**src/rtl/dsd_pkg.sv**
```systemverilog
package dsd_pkg;
   localparam int DIGIT_W = 4;
   localparam int SEG_W   = 7;
   localparam int RADIX   = 10;

   typedef logic [DIGIT_W-1:0] digit_t;
   typedef logic [SEG_W-1:0]   seg_t;
endpackage

```
**src/rtl/dsd_split.sv**
```systemverilog
// Binary 0..15 to tens/ones decimal digits: one compare, one subtract.
module dsd_split
   import dsd_pkg::*;
(
   input  logic [DIGIT_W-1:0] value_i,
   output logic [DIGIT_W-1:0] tens_o,
   output logic [DIGIT_W-1:0] ones_o
);
   localparam digit_t RADIX_D = digit_t'(RADIX);

   logic over_nine;

   always_comb begin
      over_nine = (value_i >= RADIX_D);
      tens_o    = {{(DIGIT_W-1){1'b0}}, over_nine};
      ones_o    = over_nine ? (value_i - RADIX_D) : value_i;
   end
endmodule

```
**src/rtl/dsd_refresh.sv**
```systemverilog
// Phase generator: square wave holding each level for HALF_CYCLES clocks.
module dsd_refresh #(
   parameter int  HALF_CYCLES = 400000,
   localparam int CNT_W       = (HALF_CYCLES > 1) ? $clog2(HALF_CYCLES) : 1
) (
   input  logic             clk_i,
   input  logic             rst_i,
   output logic             phase_o,
   output logic [CNT_W-1:0] count_o
);
   if (HALF_CYCLES < 2) begin : g_bad_half
      $error("dsd_refresh: HALF_CYCLES must be at least 2");
   end

   localparam logic [CNT_W-1:0] LAST = CNT_W'(HALF_CYCLES - 1);

   logic [CNT_W-1:0] cnt_q;
   logic             phase_q;
   logic             wrap;

   assign wrap = (cnt_q == LAST);

   always_ff @(posedge clk_i) begin
      if (rst_i) begin
         cnt_q   <= '0;
         phase_q <= 1'b0;
      end else if (wrap) begin
         cnt_q   <= '0;
         phase_q <= ~phase_q;
      end else begin
         cnt_q   <= cnt_q + 1'b1;
      end
   end

   assign phase_o = phase_q;
   assign count_o = cnt_q;
endmodule

```
**src/rtl/dsd_seg_dec.sv**
```systemverilog
// Decimal digit to seven segments, bit 0 = a .. bit 6 = g.
module dsd_seg_dec
   import dsd_pkg::*;
#(
   parameter bit ACTIVE_LOW = 1'b0
) (
   input  logic [DIGIT_W-1:0] digit_i,
   output logic [SEG_W-1:0]   seg_o
);
   if (SEG_W != 7) begin : g_bad_seg
      $error("dsd_seg_dec: segment width must be 7");
   end

   seg_t lit;

   always_comb begin
      case (digit_i)
         4'd0:    lit = 7'h3F;
         4'd1:    lit = 7'h06;
         4'd2:    lit = 7'h5B;
         4'd3:    lit = 7'h4F;
         4'd4:    lit = 7'h66;
         4'd5:    lit = 7'h6D;
         4'd6:    lit = 7'h7D;
         4'd7:    lit = 7'h07;
         4'd8:    lit = 7'h7F;
         4'd9:    lit = 7'h6F;
         default: lit = 7'h00;
      endcase
   end

   if (ACTIVE_LOW) begin : g_common_anode
      assign seg_o = ~lit;
   end else begin : g_common_cathode
      assign seg_o = lit;
   end
endmodule

```
**src/rtl/dsd_scan_top.sv**
```systemverilog
module dsd_scan_top #(
   parameter int HALF_CYCLES    = 400000,
   parameter bit SEG_ACTIVE_LOW = 1'b0
) (
   input  logic       clk_i,
   input  logic       rst_i,
   input  logic [3:0] value_i,
   output logic [6:0] seg_o,
   output logic       tens_en_o
);
   localparam int CNT_W = (HALF_CYCLES > 1) ? $clog2(HALF_CYCLES) : 1;

   logic [3:0]       tens_d;
   logic [3:0]       ones_d;
   logic [3:0]       shown_d;
   logic             phase;
   logic [CNT_W-1:0] phase_cnt;

   dsd_split u_split (
      .value_i (value_i),
      .tens_o  (tens_d),
      .ones_o  (ones_d)
   );

   dsd_refresh #(.HALF_CYCLES(HALF_CYCLES)) u_refresh (
      .clk_i   (clk_i),
      .rst_i   (rst_i),
      .phase_o (phase),
      .count_o (phase_cnt)
   );

   // The same phase bit picks the digit and enables the matching display.
   always_comb shown_d = phase ? tens_d : ones_d;

   dsd_seg_dec #(.ACTIVE_LOW(SEG_ACTIVE_LOW)) u_dec (
      .digit_i (shown_d),
      .seg_o   (seg_o)
   );

   assign tens_en_o = phase;
endmodule

```
**config.mk**
```make
export PLATFORM = sky130hd
export DESIGN_NAME = dsd_scan_top
export DESIGN_NICKNAME = d
export VERILOG_FILES = /design/src/rtl/dsd_pkg.sv /design/src/rtl/dsd_split.sv /design/src/rtl/dsd_refresh.sv /design/src/rtl/dsd_seg_dec.sv /design/src/rtl/dsd_scan_top.sv
export SDC_FILE = /design/constraint.sdc
export NUM_CORES = 1
export LEC_CHECK = 0
export ABC_AREA = 1
export ABC_CLOCK_PERIOD_IN_PS = 2860
export BUFFER_PORTS_ARGS = -buffer_cell sky130_fd_sc_hd__buf_2
export CAP_MARGIN = 20
export CORE_MARGIN = 2
export CORE_UTILIZATION = 45
export DETAILED_ROUTE_END_ITERATION = 12
export PLACE_DENSITY_LB_ADDON = 0.3
export SYNTH_ARGS = -nofsm -noshare
export SYNTH_HDL_FRONTEND = slang
export SYNTH_HIERARCHICAL = 1
export SYNTH_SLANG_ARGS = --single-unit
```
**constraint.sdc**
```tcl
create_clock -name clk_i -period 2.86 [get_ports clk_i]
set_input_delay 0.572 -clock clk_i [delete_from_list [all_inputs] [get_ports clk_i]]
set_output_delay 0.572 -clock clk_i [all_outputs]
set_load 0.05 [all_outputs]
```
After elaboration in Yosys (flattened, before gate mapping)
Memory sizes are Yosys's and may differ from the RTL's.
Cells that the tools add are included.
{"block": "classes", "add_sub_neg": 2, "magnitude_cmp": 1, "eq_ne": 1, "n_mux": 2, "n_bitwise": 1, "reduce_logical": 1}
{"op": "$add 19x1->19 const B", "n": 1}
{"op": "$eq 19x19->1 const B", "n": 1}
{"op": "$mux 4", "n": 2}
{"op": "$ge 4x4->1 const B", "n": 1}
{"op": "$sub 4x4->4 const B", "n": 1}
{"op": "$reduce_or 2->1", "n": 1}
{"op": "$not 1->1", "n": 1}
{"block": "word_totals", "ff_bits": 20, "romBits": 112, "inputBits": 6, "out_inout_bits": 8, "memories": 1}
{"memory": "(name not given)", "words": 16, "word_bits": 7, "read_ports": 1, "rd_ports_with_merged_regs": 0, "wr": 0, "line": "dsd_seg_dec.sv:17", "source": "case (digit_i)"}

Depth between registers and ports, before layout
Gate-level depths: netlist (run 1).
An unclocked memory read counts as a cell.
{"block": "depth", "ltp_word": 4, "ltp_mapped": 12, "ltp_nobuf": 12}

Cells and area by module
Netlist (run 1), hierarchy kept.
{"module": "dsd_refresh", "n_inst": 1, "cells_each": 156, "area_per_inst_um2": 1093.5}
{"module": "dsd_seg_dec", "n_inst": 1, "cells_each": 39, "area_per_inst_um2": 210.2}
{"module": "dsd_split", "n_inst": 1, "cells_each": 20, "area_per_inst_um2": 113.9}
{"module": "dsd_scan_top", "n_inst": 1, "cells_each": 13, "area_per_inst_um2": 48.8}

Worst setup path after synthesis (run 1)
OpenSTA, ideal clock, no wires.
{"block": "synth_path", "path_type": "in2out", "startpoint": "input port value_i[2]", "endpoint": "output port seg_o[1]", "arrival_ps": 1818, "slack_ps": 470, "stages": 10, "path_buffers": 1, "cell_sequence": "o21ai_1 > inv_1 > buf_4 > nand2_1 > nand2_1 > inv_1 > ha_1 > nand2_1 > nand2_1 > nand2_1"}
{"block": "synth_between", "elab_chain_len": 4, "elab_cells_between_ends": 5}
{"element": "start, declared", "line": "dsd_scan_top.sv:7", "source": "input logic [3:0] value_i,"}
{"element": "$ge 4x4->1 (*)", "line": "dsd_split.sv:14", "source": "over_nine = (value_i >= RADIX_D);"}
{"element": "named net u_split.over_nine", "line": "dsd_split.sv:11", "source": "logic over_nine;"}
{"element": "$mux 4", "line": "dsd_split.sv:16", "source": "ones_o = over_nine ? (value_i - RADIX_D) : value_i;"}
{"element": "$mux 4 (*)", "line": "dsd_scan_top.sv:33", "source": "always_comb shown_d = phase ? tens_d : ones_d;"}
{"element": "named net shown_d[0]", "line": "dsd_scan_top.sv:15", "source": "logic [3:0] shown_d;"}
{"element": "$mem_v2 16x7 (*)"}
{"element": "end, declared", "line": "dsd_scan_top.sv:8", "source": "output logic [6:0] seg_o,"}
The timed path passes the listed nets; every way through them passes the cells marked *.

Worst setup path in the final report (run 1)
{"block": "layout_path", "startpoint": "input port value_i[1]", "endpoint": "output port seg_o[3]"}
{"block": "layout_between", "elab_chain_len": 4, "elab_cells_between_ends": 5}
{"element": "$sub 4x4->4 or $ge 4x4->1 (tied branches)", "line": "dsd_split.sv:16, dsd_split.sv:14"}
{"element": "$mux 4 (*)", "line": "dsd_split.sv:16"}
{"element": "named net ones_d[1]", "line": "dsd_scan_top.sv:14", "source": "logic [3:0] ones_d;"}
{"element": "$mux 4 (*)", "line": "dsd_scan_top.sv:33"}
{"element": "named net shown_d[1]", "line": "dsd_scan_top.sv:15"}
{"element": "$mem_v2 16x7 (*)"}
Marked as above.

==> summary.txt, run 1 <==
Worst hold path
  • HP Start: u_refresh/count_o[0]
  • Hold EP: u_refresh/count_o[0]
  • Hold crit path type: flop to flop
  • Worst Hold Depth: 1

Cells and area
  • Area growth, synth to finish: 6.31%
  • Antenna diodes: 0
  • Final instance area: 1560 um2
  • Share of layout cells above drive strength 1: 0.204
  • Nets: 256

Route
  • Residual DRC: 0
  • Vias per Instance: 4.38
  • Drt total wl: 2.39 mm
  • WL/cell: about 8.4 um
  • 1st-iter DRT viols: between 60 and 70
  • Initial DRT Pass Iterations: 4
  • Via count: 1,244
  • ANT nets after route: 0

Place
  • Number of I/O port buffers: 13
  • Dpl ws: 0.335 ns
  • Post-DP HPWL: 1.87 mm
  • Placed inst area: around 1500 um2
  • GP Congestion: 0.823

Critical path
  • CP Class: input port to output pin
  • Max stage delay on crit path: 0.28 ns
  • R2R Setup Slk: 1.36 ns
  • Worst Setup Start Kind: input port
  • R2r endpoint: u_refresh/count_o[13]
  • Largest fanout on the critical path: 5
  • Crit path from: value_i[1]
  • Top delay family on crit path: buffers and inverters
  • RR Startpoint: u_refresh/count_o[0]
  • CP cell instances: buf_2 -> inv_2 -> nand3_1 -> o21ai_1 -> nand2_1 -> nand2_1 -> inv_1 -> ha_1 -> nand2_1 -> nand2_1 -> nand2_1 -> nand2_1 -> buf_2
  • WP buf/inv: 4
  • Worst path most repeated cell: nand2_1
  • Worst EP arrival: 1.94 ns
  • Critical Path RT: 2.29 ns
  • R2R cell count: 6
  • CP max stage cell: ha_1
  • Setup crit end kind: output pin

Clock tree
  • Clock Latency Late Sink: 0.29 ns
  • TritonCTS buffer count: 3
  • CTS Buffer Depth: 2
  • CTS Root Cell: clkbuf_4
  • TritonCTS clock tree: done
  • CTS resizes: 0
  • Post-CTS Setup Inserts: 0
  • H-tree depth: 1
  • CTS clk-pin slew, worst paths: 0.10 ns
  • CTS sink count: 20
  • CTS hold repair buffers: 0

Synth
  • Cell area after synthesis: ~1500 um2
  • Synthesized flop and latch total: 20
  • YS warnings: 6
  • Cells after synthesis: 228
  • Count of cell types in the netlist: 27
  • Leading area contributor after synthesis: dfxtp_1
  • Post-synth top area share: 0.273
  • Seq/Total Area, Yosys: 0.273
  • Avg Cell Area, Syn: 6.43 um2
  • Synth top area cells: dfxtp_1, nand2_1, ha_1, inv_1, nor2_2

Floorplan
  • Die area: 3730 um2
  • Row count: 20
  • Initial Utilization: 0.476
  • Area of the core: 3080 um2
  • I/O pin count: 14
  • Die X: just over 60 um
  • Chip height: between 60 and 70 um

Timing
  • Tmin final: 2.52 ns
  • Finish-stage setup viols: 0
  • Fin crit share: 0.880
  • Fin. max-slew vios: 0
  • Clock Skew: 0.00315 ns
  • Final Hold Fails: 0
  • Max Fclk: 398 MHz
  • Fin Setup TNS: 0 ns
  • RSZ-0062 raised after global routing: no
  • Setup WS post-layout: ~0.34 ns

Status
  • Status: complete, no violations

Power
  • Clock power frac: 0.236
  • Flop pwr share: 0.524
  • Switch share: 0.330
  • Combinational Power Share: 0.240
  • Int Pwr: 0.365 mW
  • Switching pwr: 0.180 mW
  • PwrDens: ~350 nW/um2
  • Static Leakage: just over 0.7 nW
  • Peak VDD IR: ~0.27 mV

Global route
  • Vias in the first global route: 1,053
  • GR Overflow Total: 0
  • Total track usage: 0.142
  • Pin count of the biggest net entering global routing: 19
  • Initial antenna violation count: 0
  • First-pass GRT wire length: ~4.2 mm

Run
  • Maxcap violations: 0
## worst reg2reg max path, delay by kind of cell (launching register included)
family	cells	cell delay (ns)
DFF	1	0.40
adders and majority gates	1	0.24
and+or+nand+nor	4	0.68
AOI/OAI and AO/OA	1	0.08
## placed cells by master (no fill, tap or decap), types with 2 or more instances in the layout
master,n
xnor2_1,6
buf_2,13
nor2_1,20
a21oi_1,8
inv_2,5
clkbuf_4,3
nor2_2,15
nand3_1,12
or2_0,2
inv_1,26
o21ai_1,2
dfxtp_1,20
conb_1,3
nand2_2,6
ha_1,8
nand4_1,4
nand2_1,75
nand3_2,3
## metrics by stage
stage | util | total power [mW] | hold WS (ns) | cells
after floorplan | - | 0.406 | 0.439 | 230
after global placement | 0.499 | 0.424 | 0.455 | 281
after detailed placement | 0.499 | 0.424 | 0.463 | 281
after CTS | 0.507 | 0.554 | 0.489 | 284
after global routing | 0.507 | 0.574 | 0.503 | 284
final | 0.507 | 0.545 | 0.485 | 284
## flip-flops by register name, summed over array words and instances, names as in the netlist
register           count
u_refresh/phase_o      1
u_refresh/count_o     19
## power by group through the flow
stage	clock network [mW]	logic [mW]	registers (mW)
2_1_floorplan	0	0.115	0.291
3_3_place_gp	0	0.132	0.292
3_5_place_dp	0	0.132	0.292
4_1_cts	0.136	0.132	0.286
5_1_grt	0.142	0.146	0.287
6_report	0.128	0.131	0.286
## layer usage
layer,track usage,vias up,share of wire
met5,0,-,0
met4,0.0342,0,0
met3,0.0126,0,0.033
met2,0.242,23,0.44
met1,0.196,509,0.52
li1,-,712,-
## cell usage after synthesis
cell type / number
buf_12: 1
clkinv_2: 1
nand3b_1: 1
xor2_1: 1
nand2_2: 6
nand4_1: 4
xnor2_1: 6
nor2_4: 1
nand3_1: 12
nand2_1: 75
nor2_2: 15
or2_0: 2
and2_0: 1
nor2_1: 20
a21boi_1: 1
buf_4: 5
dfxtp_1: 20
or2_2: 1
a21oi_1: 8
ha_1: 8
nand3_2: 3
nand2_4: 1
conb_1: 1
inv_2: 5
o21ai_1: 2
inv_1: 26
and2_1: 1
## cell type report
class	instances	area [um2]
clock buffers	3	22.5
fillers	322	1520
inverters	32	121
multi-input cells	172	895
flip-flops and latches	20	400
well taps	44	55.1
repair buffers	13	65.1
## worst max-delay path by stage
stage | to | cells after the start | slack, ns
after floorplan | seg_o[1] | 10 | 0.47
after global placement | seg_o[3] | 12 | 0.35
after detailed placement | seg_o[3] | 13 | 0.34
after CTS | seg_o[3] | 13 | 0.33
after global routing | seg_o[3] | 13 | 0.12
final | seg_o[3] | 13 | 0.34
## cells by family after synthesis
| group | share of synthesized area |
|---|---|
| xor gates and xnor gates | 0.0418 |
| DFF | 0.273 |
| AOI/OAI and AO/OA | 0.0393 |
| and+or+nand+nor | 0.453 |
| buffers and inverters | 0.122 |
| other | 0.00256 |
| adders and majority gates | 0.0683 |
Note: power is estimated with default switching activity, not from simulation.
==> run 2, diff against run 1 <==
--- a/config.mk
+++ b/config.mk
@@ -6,7 +6,7 @@
 export NUM_CORES = 1
 export LEC_CHECK = 0
 export ABC_AREA = 1
-export ABC_CLOCK_PERIOD_IN_PS = 2860
+export ABC_CLOCK_PERIOD_IN_PS = 2800
 export BUFFER_PORTS_ARGS = -buffer_cell sky130_fd_sc_hd__buf_2
 export CAP_MARGIN = 20
 export CORE_MARGIN = 2
==> constraint.sdc (replaced) <==
create_clock -name clk_i -period 2.8 [get_ports clk_i]
set_input_delay 0.56 -clock clk_i [delete_from_list [all_inputs] [get_ports clk_i]]
set_output_delay 0.56 -clock clk_i [all_outputs]
set_load 0.05 [all_outputs]
==> run 2 against run 1 <==
  * Count of clock-buffer cells in the layout unchanged
  * Worst setup slack got worse by 0.037 ns
  * Critical endpoint unchanged
  * Sequential share of layout area unchanged
  * Non-clock buffer count unchanged
  * Via count increased by 1.8%
  * Combinational power about the same
  * Clock power increased by 5%
  * Global-route usage increased by 0.93 points
  * Register-to-register slack got worse by 0.06 ns
  * Die area unchanged
  * Largest power group unchanged
  * Sequential power increased by 2%
  * Utilization unchanged
==> summary.txt, run 2 (synthesized netlist as in run 1, its figures left out) <==
Status
  • Status: complete, no violations (unchanged)

Clock tree
  • CTS hold repair buffers: 0 (unchanged)
  • H-tree depth: 1 (unchanged)
  • Post-CTS Setup Inserts: 0 (unchanged)
  • TritonCTS buffer count: 3 (unchanged)
  • Clock Latency Late Sink: 0.30 ns (was 0.29 ns)
  • CTS clk-pin slew, worst paths: 0.10 ns (about the same)
  • CTS resizes: 0 (unchanged)
  • TritonCTS clock tree: done (unchanged)
  • CTS sink count: 20 (unchanged)
  • CTS Buffer Depth: 2 (unchanged)
  • CTS Root Cell: clkbuf_4 (unchanged)

Place
  • Number of I/O port buffers: 13 (unchanged)
  • GP Congestion: 0.823 (unchanged)
  • Placed cell count: 281 (unchanged)
  • Post-DP HPWL: 1.89 mm (was 1.87 mm)
  • Dpl ws: 0.300 ns (was 0.335 ns)

Floorplan
  • Area of the core: 3080 um2 (unchanged)
  • Chip height: 61.1 um (unchanged)
  • I/O pin count: 14 (unchanged)
  • Initial Utilization: 0.476 (unchanged)
  • Die X: 61.1 um (unchanged)
  • Row count: 20 (unchanged)
  • Die area: 3730 um2 (unchanged)

Power
  • Pwr Total: 0.560 mW (was 0.545 mW)
  • Static Leakage: 0.708 nW (unchanged)
  • Clock power frac: 0.240 (was 0.236)
  • PwrDens: 359 nW/um2 (was 349 nW/um2)
  • Switch share: 0.335 (was 0.330)
  • Switching pwr: 0.188 mW (was 0.180 mW)
  • Peak VDD IR: 0.264 mV (was 0.269 mV)
  • Int Pwr: 0.373 mW (was 0.365 mW)
  • Flop pwr share: 0.521 (was 0.524)
  • Combinational Power Share: 0.239 (was 0.240)

Critical path
  • Top delay family on crit path: buffers and inverters (unchanged)
  • CP Class: input port to output pin (unchanged)
  • CP cell instances: buf_2 -> inv_2 -> nand3_1 -> o21ai_1 -> nand2_1 -> nand2_1 -> inv_1 -> ha_1 -> nand2_1 -> nand2_1 -> nand2_1 -> nand2_1 -> buf_2 (unchanged)
  • Setup crit end kind: output pin (unchanged)
  • Critical Path RT: 2.24 ns (was 2.29 ns)
  • Max stage delay on crit path: 0.28 ns (about the same)
  • CP max stage cell: ha_1 (unchanged)
  • Largest fanout on the critical path: 5 (unchanged)
  • Worst EP arrival: 1.93 ns (was 1.94 ns)
  • WP buf/inv: 4 (unchanged)
  • Worst path most repeated cell: nand2_1 (unchanged)
  • Worst Setup Start Kind: input port (unchanged)

Cells and area
  • Max FFs per register: 19 (unchanged)
  • Final Non-Filler Cells: 284 (unchanged)
  • Final Core Density: 0.507 (unchanged)
  • Share of layout cells above drive strength 1: 0.204 (unchanged)
  • Antenna diodes: 0 (unchanged)
  • Area growth, synth to finish: 6.31% (unchanged)
  • Commonest non-fill, non-tap cells in the layout: nand2_1, inv_1, nor2_1, dfxtp_1, nor2_2 (unchanged)
  • Most common cell after layout, fill and taps aside: nand2_1 (unchanged)
  • Nets: 256 (unchanged)

Global route
  • GR Overflow Total: 0 (unchanged)
  • First-pass GRT wire length: 4.28 mm (was 4.17 mm)
  • Pin count of the biggest net entering global routing: 19 (unchanged)
  • Total track usage: 0.152 (was 0.142)
  • Initial antenna violation count: 0 (unchanged)
  • Vias in the first global route: 1,084 (was 1,053)

Timing
  • Fin Setup TNS: 0 ns (unchanged)
  • Fin crit share: 0.890
  • Fin. max-slew vios: 0 (unchanged)
  • Max Fclk: about 400 MHz
  • RSZ-0062 raised after global routing: no (unchanged)
  • Setup WS post-layout: 0.308 ns (was 0.344 ns)
  • Final Hold Fails: 0 (unchanged)
  • Finish-stage setup viols: 0 (unchanged)
  • Clock Skew: 0.00289 ns (was 0.00315 ns)
  • Tmin final: between 2 and 2.5 ns

Route
  • ANT nets after route: 0 (unchanged)
  • Drt total wl: 2.45 mm (was 2.39 mm)
  • Residual DRC: 0 (unchanged)
  • Initial DRT Pass Iterations: 4 (unchanged)
  • 1st-iter DRT viols: 55 (was 66)
  • WL/cell: 8.62 um (was 8.40 um)
  • Vias per Instance: 4.46 (was 4.38)
  • Via count: 1,267 (was 1,244)

Run
  • Maxcap violations: 0 (unchanged)

Worst hold path
  • Hold crit path type: flop to flop (unchanged)
run 2: power by group through the flow:
stage / registers, mW / logic [mW] / clock network [mW]
finish: 0.292 / 0.134 / 0.135
global route: 0.293 / 0.150 / 0.150
floorplan: 0.298 / 0.117 / 0
global placement: 0.298 / 0.135 / 0
CTS: 0.292 / 0.135 / 0.141
detailed placement: 0.298 / 0.135 / 0
run 2: worst paths after layout:
kind | startpoint | end | slack [ns] | cells past startpoint
worst max-delay path | value_i[1] | seg_o[3] | 0.31 | 13
worst min-delay path | u_refresh/count_o[0] | u_refresh/count_o[0] | 0.49 | 1
worst min register to register | u_refresh/count_o[0] | u_refresh/count_o[0] | 0.49 | 1
worst max register to register | u_refresh/count_o[0] | u_refresh/count_o[8] | 1.30 | 6
run 2: per-stage QoR:
stage / hold WS, ns / cell area (um2)
after floorplan: 0.439 / 1470
after global placement: 0.455 / 1540
after detailed placement: 0.464 / 1540
after CTS: 0.490 / 1560
after global routing: 0.506 / 1560
final: 0.486 / 1560
run 2: layout make-up:
class / count / area, um2
Fill cell: 324 / 1520
Multi-Input combinational cell: 172 / 895
Sequential cell: 20 / 400
Inverter: 32 / 121
Timing Repair Buffer: 13 / 65.1
Tap cell: 44 / 55.1
Clock buffer: 3 / 22.5
run 2: layer usage:
metal | part of all wire | track usage
met1 | 0.52 | 0.200
met2 | 0.44 | 0.242
met3 | 0.026 | 0.0252
met4 | 0.017 | 0.0714
met5 | 0 | 0
